--- src/rtl/fsc_pkg.sv ---
package fsc_pkg;
  localparam int XLEN    = 64;
  localparam int SEL_W   = 16;
  localparam int NREGS   = 4;
  localparam int ADDR_W  = $clog2(NREGS);
  localparam int HALF_W  = XLEN / 2;
  // selector fields inside configuration word 0
  localparam int ENT_LO  = 32;
  localparam int RET_LO  = 48;
  // flag bit positions
  localparam int IF_BIT  = 9;
  localparam int RF_BIT  = 16;
  localparam int VM_BIT  = 17;
  localparam logic [1:0] RPL_USER = 2'b11;

  typedef enum logic [ADDR_W-1:0] {
    W_SEL  = 2'd0,
    W_LTGT = 2'd1,
    W_CTGT = 2'd2,
    W_MASK = 2'd3
  } cfg_idx_e;

  typedef struct packed {
    logic             fault;
    logic [SEL_W-1:0] cs;
    logic [SEL_W-1:0] ss;
    logic [1:0]       cpl;
    logic [XLEN-1:0]  ip;
    logic [XLEN-1:0]  flags;
    logic [XLEN-1:0]  link_ip;
    logic [XLEN-1:0]  link_flags;
  } xfer_res_t;
endpackage

--- src/rtl/fsc_cfg_regs.sv ---
module fsc_cfg_regs
  import fsc_pkg::*;
(
  input  logic                        clk,
  input  logic                        rst_n,
  input  logic                        we,
  input  logic [ADDR_W-1:0]           addr,
  input  logic [XLEN-1:0]             wdata,
  output logic [XLEN-1:0]             rdata,
  output logic [NREGS-1:0][XLEN-1:0]  words
);
  logic [NREGS-1:0] wr_en;

  for (genvar g = 0; g < NREGS; g++) begin : g_word
    logic [XLEN-1:0] word_d;
    assign wr_en[g] = we && (addr == ADDR_W'(g));

    always_comb begin
      word_d = words[g];
      if (wr_en[g]) word_d = wdata;
    end

    always_ff @(posedge clk or negedge rst_n) begin
      if (!rst_n) words[g] <= '0;
      else if (wr_en[g]) words[g] <= word_d;
    end
  end

  assign rdata = words[addr];


  one_word_written_chk: assert property (@(posedge clk) disable iff (!rst_n)
    $onehot0(wr_en));
endmodule

--- src/rtl/fsc_entry_calc.sv ---
module fsc_entry_calc
  import fsc_pkg::*;
(
  input  logic                sce_en,
  input  logic                long_mode,
  input  logic                sub64,
  input  logic [RET_LO-1:0]   sel_word,
  input  logic [XLEN-1:0]     long_tgt,
  input  logic [XLEN-1:0]     compat_tgt,
  input  logic [XLEN-1:0]     clr_mask,
  input  logic [XLEN-1:0]     cur_flags,
  input  logic [XLEN-1:0]     saved_ret,
  output xfer_res_t           res
);
  logic [SEL_W-1:0] base;
  assign base = sel_word[ENT_LO +: SEL_W];

  always_comb begin
    res       = '0;
    res.fault = !sce_en;
    res.cs    = {base[SEL_W-1:2], 2'b00};
    res.ss    = base + SEL_W'(8);
    res.cpl   = 2'd0;
    if (long_mode) begin
      res.ip             = sub64 ? long_tgt : compat_tgt;
      res.flags          = cur_flags & ~clr_mask;
      res.flags[RF_BIT]  = 1'b0;
      res.link_ip        = saved_ret;
      res.link_flags     = cur_flags;
    end else begin
      res.ip             = {{(XLEN-HALF_W){1'b0}}, sel_word[HALF_W-1:0]};
      res.flags          = cur_flags;
      res.flags[IF_BIT]  = 1'b0;
      res.flags[RF_BIT]  = 1'b0;
      res.flags[VM_BIT]  = 1'b0;
      res.link_ip        = {{(XLEN-HALF_W){1'b0}}, saved_ret[HALF_W-1:0]};
      res.link_flags     = '0;
    end
  end
endmodule

--- src/rtl/fsc_return_calc.sv ---
module fsc_return_calc
  import fsc_pkg::*;
(
  input  logic               sce_en,
  input  logic               real_mode,
  input  logic [1:0]         cpl_in,
  input  logic               op64,
  input  logic [SEL_W-1:0]   ret_base,
  input  logic [XLEN-1:0]    cur_flags,
  input  logic [XLEN-1:0]    saved_flags,
  input  logic [XLEN-1:0]    saved_ret,
  output xfer_res_t          res
);
  always_comb begin
    res       = '0;
    res.fault = !sce_en || real_mode || (cpl_in != 2'd0);
    res.ss    = ret_base + SEL_W'(8);
    res.cpl   = RPL_USER;
    if (op64) begin
      res.cs    = (ret_base + SEL_W'(16)) | SEL_W'(RPL_USER);
      res.ip    = saved_ret;
      res.flags = saved_flags;
    end else begin
      res.cs            = ret_base | SEL_W'(RPL_USER);
      res.ip            = {{(XLEN-HALF_W){1'b0}}, saved_ret[HALF_W-1:0]};
      res.flags         = cur_flags;
      res.flags[IF_BIT] = 1'b1;
    end
  end
endmodule

--- src/rtl/fastcall_xfer.sv ---
module fastcall_xfer
  import fsc_pkg::*;
(
  input  logic              clk,
  input  logic              rst_n,
  input  logic              cfg_we,
  input  logic [ADDR_W-1:0] cfg_addr,
  input  logic [XLEN-1:0]   cfg_wdata,
  output logic [XLEN-1:0]   cfg_rdata,
  input  logic              req_entry,
  input  logic              req_return,
  input  logic              sce_en,
  input  logic              long_mode,
  input  logic              sub64,
  input  logic [1:0]        cpl_in,
  input  logic              op64,
  input  logic              real_mode,
  input  logic [XLEN-1:0]   cur_flags,
  input  logic [XLEN-1:0]   saved_flags,
  input  logic [XLEN-1:0]   saved_ret,
  output logic              out_valid,
  output logic              out_fault,
  output logic [SEL_W-1:0]  out_cs,
  output logic [SEL_W-1:0]  out_ss,
  output logic [1:0]        out_cpl,
  output logic [XLEN-1:0]   out_ip,
  output logic [XLEN-1:0]   out_flags,
  output logic [XLEN-1:0]   out_link_ip,
  output logic [XLEN-1:0]   out_link_flags
);
  logic [NREGS-1:0][XLEN-1:0] words;
  xfer_res_t ent_res, ret_res, sel_res, res_q, res_d;
  logic      req_any, load_en, valid_d, fault_d;

  fsc_cfg_regs u_cfg (
    .clk   (clk),
    .rst_n (rst_n),
    .we    (cfg_we),
    .addr  (cfg_addr),
    .wdata (cfg_wdata),
    .rdata (cfg_rdata),
    .words (words)
  );

  fsc_entry_calc u_ent (
    .sce_en     (sce_en),
    .long_mode  (long_mode),
    .sub64      (sub64),
    .sel_word   (words[W_SEL][RET_LO-1:0]),
    .long_tgt   (words[W_LTGT]),
    .compat_tgt (words[W_CTGT]),
    .clr_mask   (words[W_MASK]),
    .cur_flags  (cur_flags),
    .saved_ret  (saved_ret),
    .res        (ent_res)
  );

  fsc_return_calc u_ret (
    .sce_en      (sce_en),
    .real_mode   (real_mode),
    .cpl_in      (cpl_in),
    .op64        (op64),
    .ret_base    (words[W_SEL][RET_LO +: SEL_W]),
    .cur_flags   (cur_flags),
    .saved_flags (saved_flags),
    .saved_ret   (saved_ret),
    .res         (ret_res)
  );

  // next-state: entry takes precedence over return
  always_comb begin
    req_any = req_entry || req_return;
    sel_res = req_entry ? ent_res : ret_res;
    valid_d = req_any;
    fault_d = req_any && sel_res.fault;
    load_en = req_any && !sel_res.fault;
    res_d   = res_q;
    if (load_en) res_d = sel_res;
  end

  always_ff @(posedge clk or negedge rst_n) begin
    if (!rst_n) begin
      out_valid <= 1'b0;
      out_fault <= 1'b0;
    end else begin
      out_valid <= valid_d;
      out_fault <= fault_d;
    end
  end

  always_ff @(posedge clk or negedge rst_n) begin
    if (!rst_n) res_q <= '0;
    else if (load_en) res_q <= res_d;
  end

  assign out_cs         = res_q.cs;
  assign out_ss         = res_q.ss;
  assign out_cpl        = res_q.cpl;
  assign out_ip         = res_q.ip;
  assign out_flags      = res_q.flags;
  assign out_link_ip    = res_q.link_ip;
  assign out_link_flags = res_q.link_flags;


  valid_follows_req_chk: assert property (@(posedge clk) disable iff (!rst_n)
    (req_entry || req_return) |=> out_valid);

  idle_no_valid_chk: assert property (@(posedge clk) disable iff (!rst_n)
    !(req_entry || req_return) |=> !out_valid);

  fault_needs_valid_chk: assert property (@(posedge clk) disable iff (!rst_n)
    out_fault |-> out_valid);

  fault_holds_state_chk: assert property (@(posedge clk) disable iff (!rst_n)
    out_fault |-> ($stable(out_cs) && $stable(out_ip) && $stable(out_flags)
                   && $stable(out_cpl) && $stable(out_link_ip)));

  entry_kernel_level_chk: assert property (@(posedge clk) disable iff (!rst_n)
    (req_entry && sce_en) |=> (!out_fault && out_cpl == 2'd0 && out_cs[1:0] == 2'b00));

  return_priv_fault_chk: assert property (@(posedge clk) disable iff (!rst_n)
    (req_return && !req_entry && (cpl_in != 2'd0 || real_mode)) |=> out_fault);

  return_user_level_chk: assert property (@(posedge clk) disable iff (!rst_n)
    (req_return && !req_entry && sce_en && !real_mode && cpl_in == 2'd0)
      |=> (out_cpl == 2'd3 && out_cs[1:0] == 2'b11));
endmodule

--- config.mk ---
export PLATFORM = sky130hd
export DESIGN_NAME = fastcall_xfer
export DESIGN_NICKNAME = d
export VERILOG_FILES = /design/src/rtl/fsc_pkg.sv /design/src/rtl/fsc_cfg_regs.sv /design/src/rtl/fsc_entry_calc.sv /design/src/rtl/fsc_return_calc.sv /design/src/rtl/fastcall_xfer.sv
export SDC_FILE = /design/constraint.sdc
export NUM_CORES = 1
export LEC_CHECK = 0
export CORE_AREA = 2 2 246 248
export DETAILED_ROUTE_END_ITERATION = 16
export DIE_AREA = 0 0 248 250
export PLACE_DENSITY = 0.74
export SLEW_MARGIN = 20
export SYNTH_ARGS = -nofsm -noshare
export SYNTH_HDL_FRONTEND = slang
export SYNTH_SLANG_ARGS = --single-unit
export TNS_END_PERCENT = 100
--- constraint.sdc ---
create_clock -name clk -period 1.6 [get_ports clk]
set_input_delay 0.24 -clock clk [delete_from_list [all_inputs] [get_ports clk]]
set_output_delay 0.24 -clock clk [all_outputs]
set_load 0.05 [all_outputs]
==> summary.md <==
| Metric | Value |
|---|---|
| First-pass GRT wire length | `132000 um` |
| Share of post-route cells with drive strength above 1 | `40.2%` |
| Data required, critical path | `1360 ps` |
| Max IR drop VDD | `0.000956 V` |
| Sequential share of the synthesized area | `54.4%` |
| Fmax | `485 MHz` |
| Core ar. | `59600 um^2` |
| Leak | `17.0 nW` |
| FF+latch count, synth | `544` |
| Fin area | `36700 um^2` |
| DR pass1 iterations | `5` |
| Grt total ovfl | `0` |
| CP Capture Type | `output port` |
| Syn Std Cell Area | `25000 um^2` |
| Row count | `90` |
| Final count of hold timing violations | `0` |
| Post-synthesis mux area share | `20.8%` |
| Number of port buffers | `625` |
| Nets@finish | `3240` |
| Max Clock Skew | `11.2 ps` |
| Largest family of logic cells by synthesized area | `multiplexers` |
| RSZ-0062 raised after global routing | `yes` |
| Outcome | `finished, violations left` |
| Clk slew on worst S/H paths | `60 ps` |
| Final core utilization | `61.7%` |
| Clock Sinks | `544` |
| Compound-Gate Fraction of Synth Area | `11.6%` |
| Commonest non-fill, non-tap cell in the layout | `buf_4` |
| Worst Path Max Fanout | `2` |
| Post-route minimum period | `2060 ps` |
| R2R Setup Slk | `-160 ps` |
| Placed cell count | `3555` |
| PwrDens | `1310 nW/um^2` |
| FF-to-FF path depth | `9` |
| Crit Reg-Reg Endpoint | `out_ss[11]` |
| Via density | `5.58` |
| Pin count of the biggest net entering global routing | `80` |
| Worst-Margin Slew | `553 ps` |
| # Max-Cap Violations | `0` |
| DR WL/cell | `23.5 um` |
| Die Footprint | `62000 um^2` |
| Area post-placement | `33100 um^2` |
| Post-Synth Simple-Gate Area | `9.35%` |
| Critical path arrival | `1820 ps` |
| Starting Density | `42.0%` |
| Hpwl dp | `64800 um` |
| Synth-to-layout area growth | `47.0%` |
| Post-synth EDFFs | `0` |
| CTS tree | `done` |
| Hold slack | `70.7 ps` |
| Critical R2R Launch | `u_cfg.words[56]` |
| Clock latency at the later pin of the worst-skew pair | `610 ps` |
| Post-synth ARST share | `100%` |
| Main synth FF type | `dfrtp_1` |
| Setup_tns | `-23080 ps` |
| Synth Instances | `2118` |
| CP endpoint | `cfg_rdata[55]` |
| Period utilization | `129%` |
| Xor and xnor area share after synthesis | `0.245%` |
| Htree depth | `2` |
| Drt drc | `0` |
| Ports | `626` |
| Most frequent cells in the layout | `532 x buf_4, 527 x dfrtp_1, 389 x nand2_1` |
| Crit path kind | `reg2out` |
| Syn nets | `2390` |
| Min-Delay Path Class | `in2reg` |
| Synthesis Warnings | `0` |
| Finished Layout Cells | `3800` |
| Total number of vias | `21200` |
| DRT iter0 DRCs | `1581` |
| Slew Limit Fails | `0` |
| Root buf cell | `clkbuf_16` |
| CP Launch Point | `u_cfg.words[55]` |
| Die Y | `250 um` |
| Initial antenna violation count | `6` |
| Crit path launch type | `flop` |
| Number of global-route vias before repair | `21600` |
| Final WL | `89100 um` |
| Number of routed nets with antenna violations | `0` |
| Worst setup margin | `-463 ps` |
| Gr usage total | `27.9%` |
| Syn avg cell area | `11.8 um^2` |
| Distinct cells, synth | `51` |
| Worst slew margin | `62.7%` |
| Post-synthesis adder-cell area fraction | `0.100%` |
| Worst-case clock buffer depth | `3` |
| # setup viols final | `77` |
| Final Wtd Congestion | `0.936` |
| Failing checks | `negative setup slack` |
| CTS Buf Count | `59` |
| DIE WIDTH | `248 um` |
-- synthesized netlist by cell type (15+ instances only) --
library cell	count	area (um^2)
a211oi_1	33	248
a21o_1	62	465
a21oi_1	38	190
a221oi_1	85	744
a22o_1	33	289
buf_2	77	385
buf_4	15	113
clkbuf_1	73	274
dfrtp_1	544	13600
mux2_2	292	3290
mux2i_1	46	460
mux4_2	64	1440
nand2_1	392	1470
nand3_1	39	195
nor2_1	104	390
o21ai_0	123	616
-- layout make-up --
type                            count  area [um^2]
Sequential cell                   544        13600
Timing Repair Buffer              964         9360
Fill cell                        4557        22800
Antenna cell                        4         10.0
Multi-Input combinational cell   1394        10800
Inverter                            5         21.3
Clock buffer                       91         1770
Tap cell                          782          978
Clock inverter                     16          166
-- power breakdown --
part / total (mW) / internal [mW] / switching, mW / leakage (nW)
clock: 13.7 / 8.04 / 5.64 / 0.948
sequential: 17.6 / 16.0 / 1.61 / 6.68
combinational: 17.0 / 7.15 / 9.86 / 9.38
total: 48.3 / 31.2 / 17.1 / 17.0
-- worst min-delay path by stage --
stage          startpoint          endpoint  slack [ps]  depth (start not counted)
2_1_floorplan       rst_n        out_cs[10]         -60                          0
3_3_place_gp        rst_n  u_cfg.words[201]         140                          1
3_5_place_dp        rst_n  u_cfg.words[201]         150                          1
4_1_cts         req_entry         out_valid          40                          3
5_1_grt         req_entry         out_valid          70                          3
6_report        req_entry         out_valid          70                          3
-- kinds of logic (layout without fill, tap and decap cells) --
logic type	after synthesis	count (layout)
adders and majority gates	2	2
AOI/OAI and AO/OA	407	407
xor gates and xnor gates	7	7
and+or+nand+nor	576	576
buffers and inverters	180	1076
other	0	4
muxes	402	402
DFF	544	544
-- registers in the layout, indices dropped and copies added (netlist names) --
| register | cells |
|---|---|
| out_cs | 15 |
| out_fault | 1 |
| out_flags | 64 |
| out_ip | 64 |
| out_link_flags | 64 |
| out_link_ip | 64 |
| out_ss | 15 |
| out_valid | 1 |
| u_cfg.words | 256 |
-- layer usage --
layer	routed length, um	GRT usage (%)
met5	44	0
met4	4030	11.9
met3	7550	7.32
met2	43600	46.3
met1	33900	34.2
-- stage by stage --
step           worst slack (ps)  power (mW)
5_1_grt                    -501        50.1
3_3_place_gp               -622        32.6
4_1_cts                    -482        48.1
3_5_place_dp               -656        33.0
2_1_floorplan              -107        26.5
6_report                   -463        48.3
-- what timing repair did --
action	in CTS	in global routing
setup buffers	105	36
hold buffers	1	0
hold endpoints to repair	377	0
gates resized for setup	144	47
pin swaps	8	17
endpoints found under the setup margin	80	85
cloned	0	1
-- worst max-delay path: stages (launching register included) --
cell and delay (ps):
dfrtp_1 410, buf_6 130, mux4_2 500, buf_8 180
(Power assumes the default switching activity.)
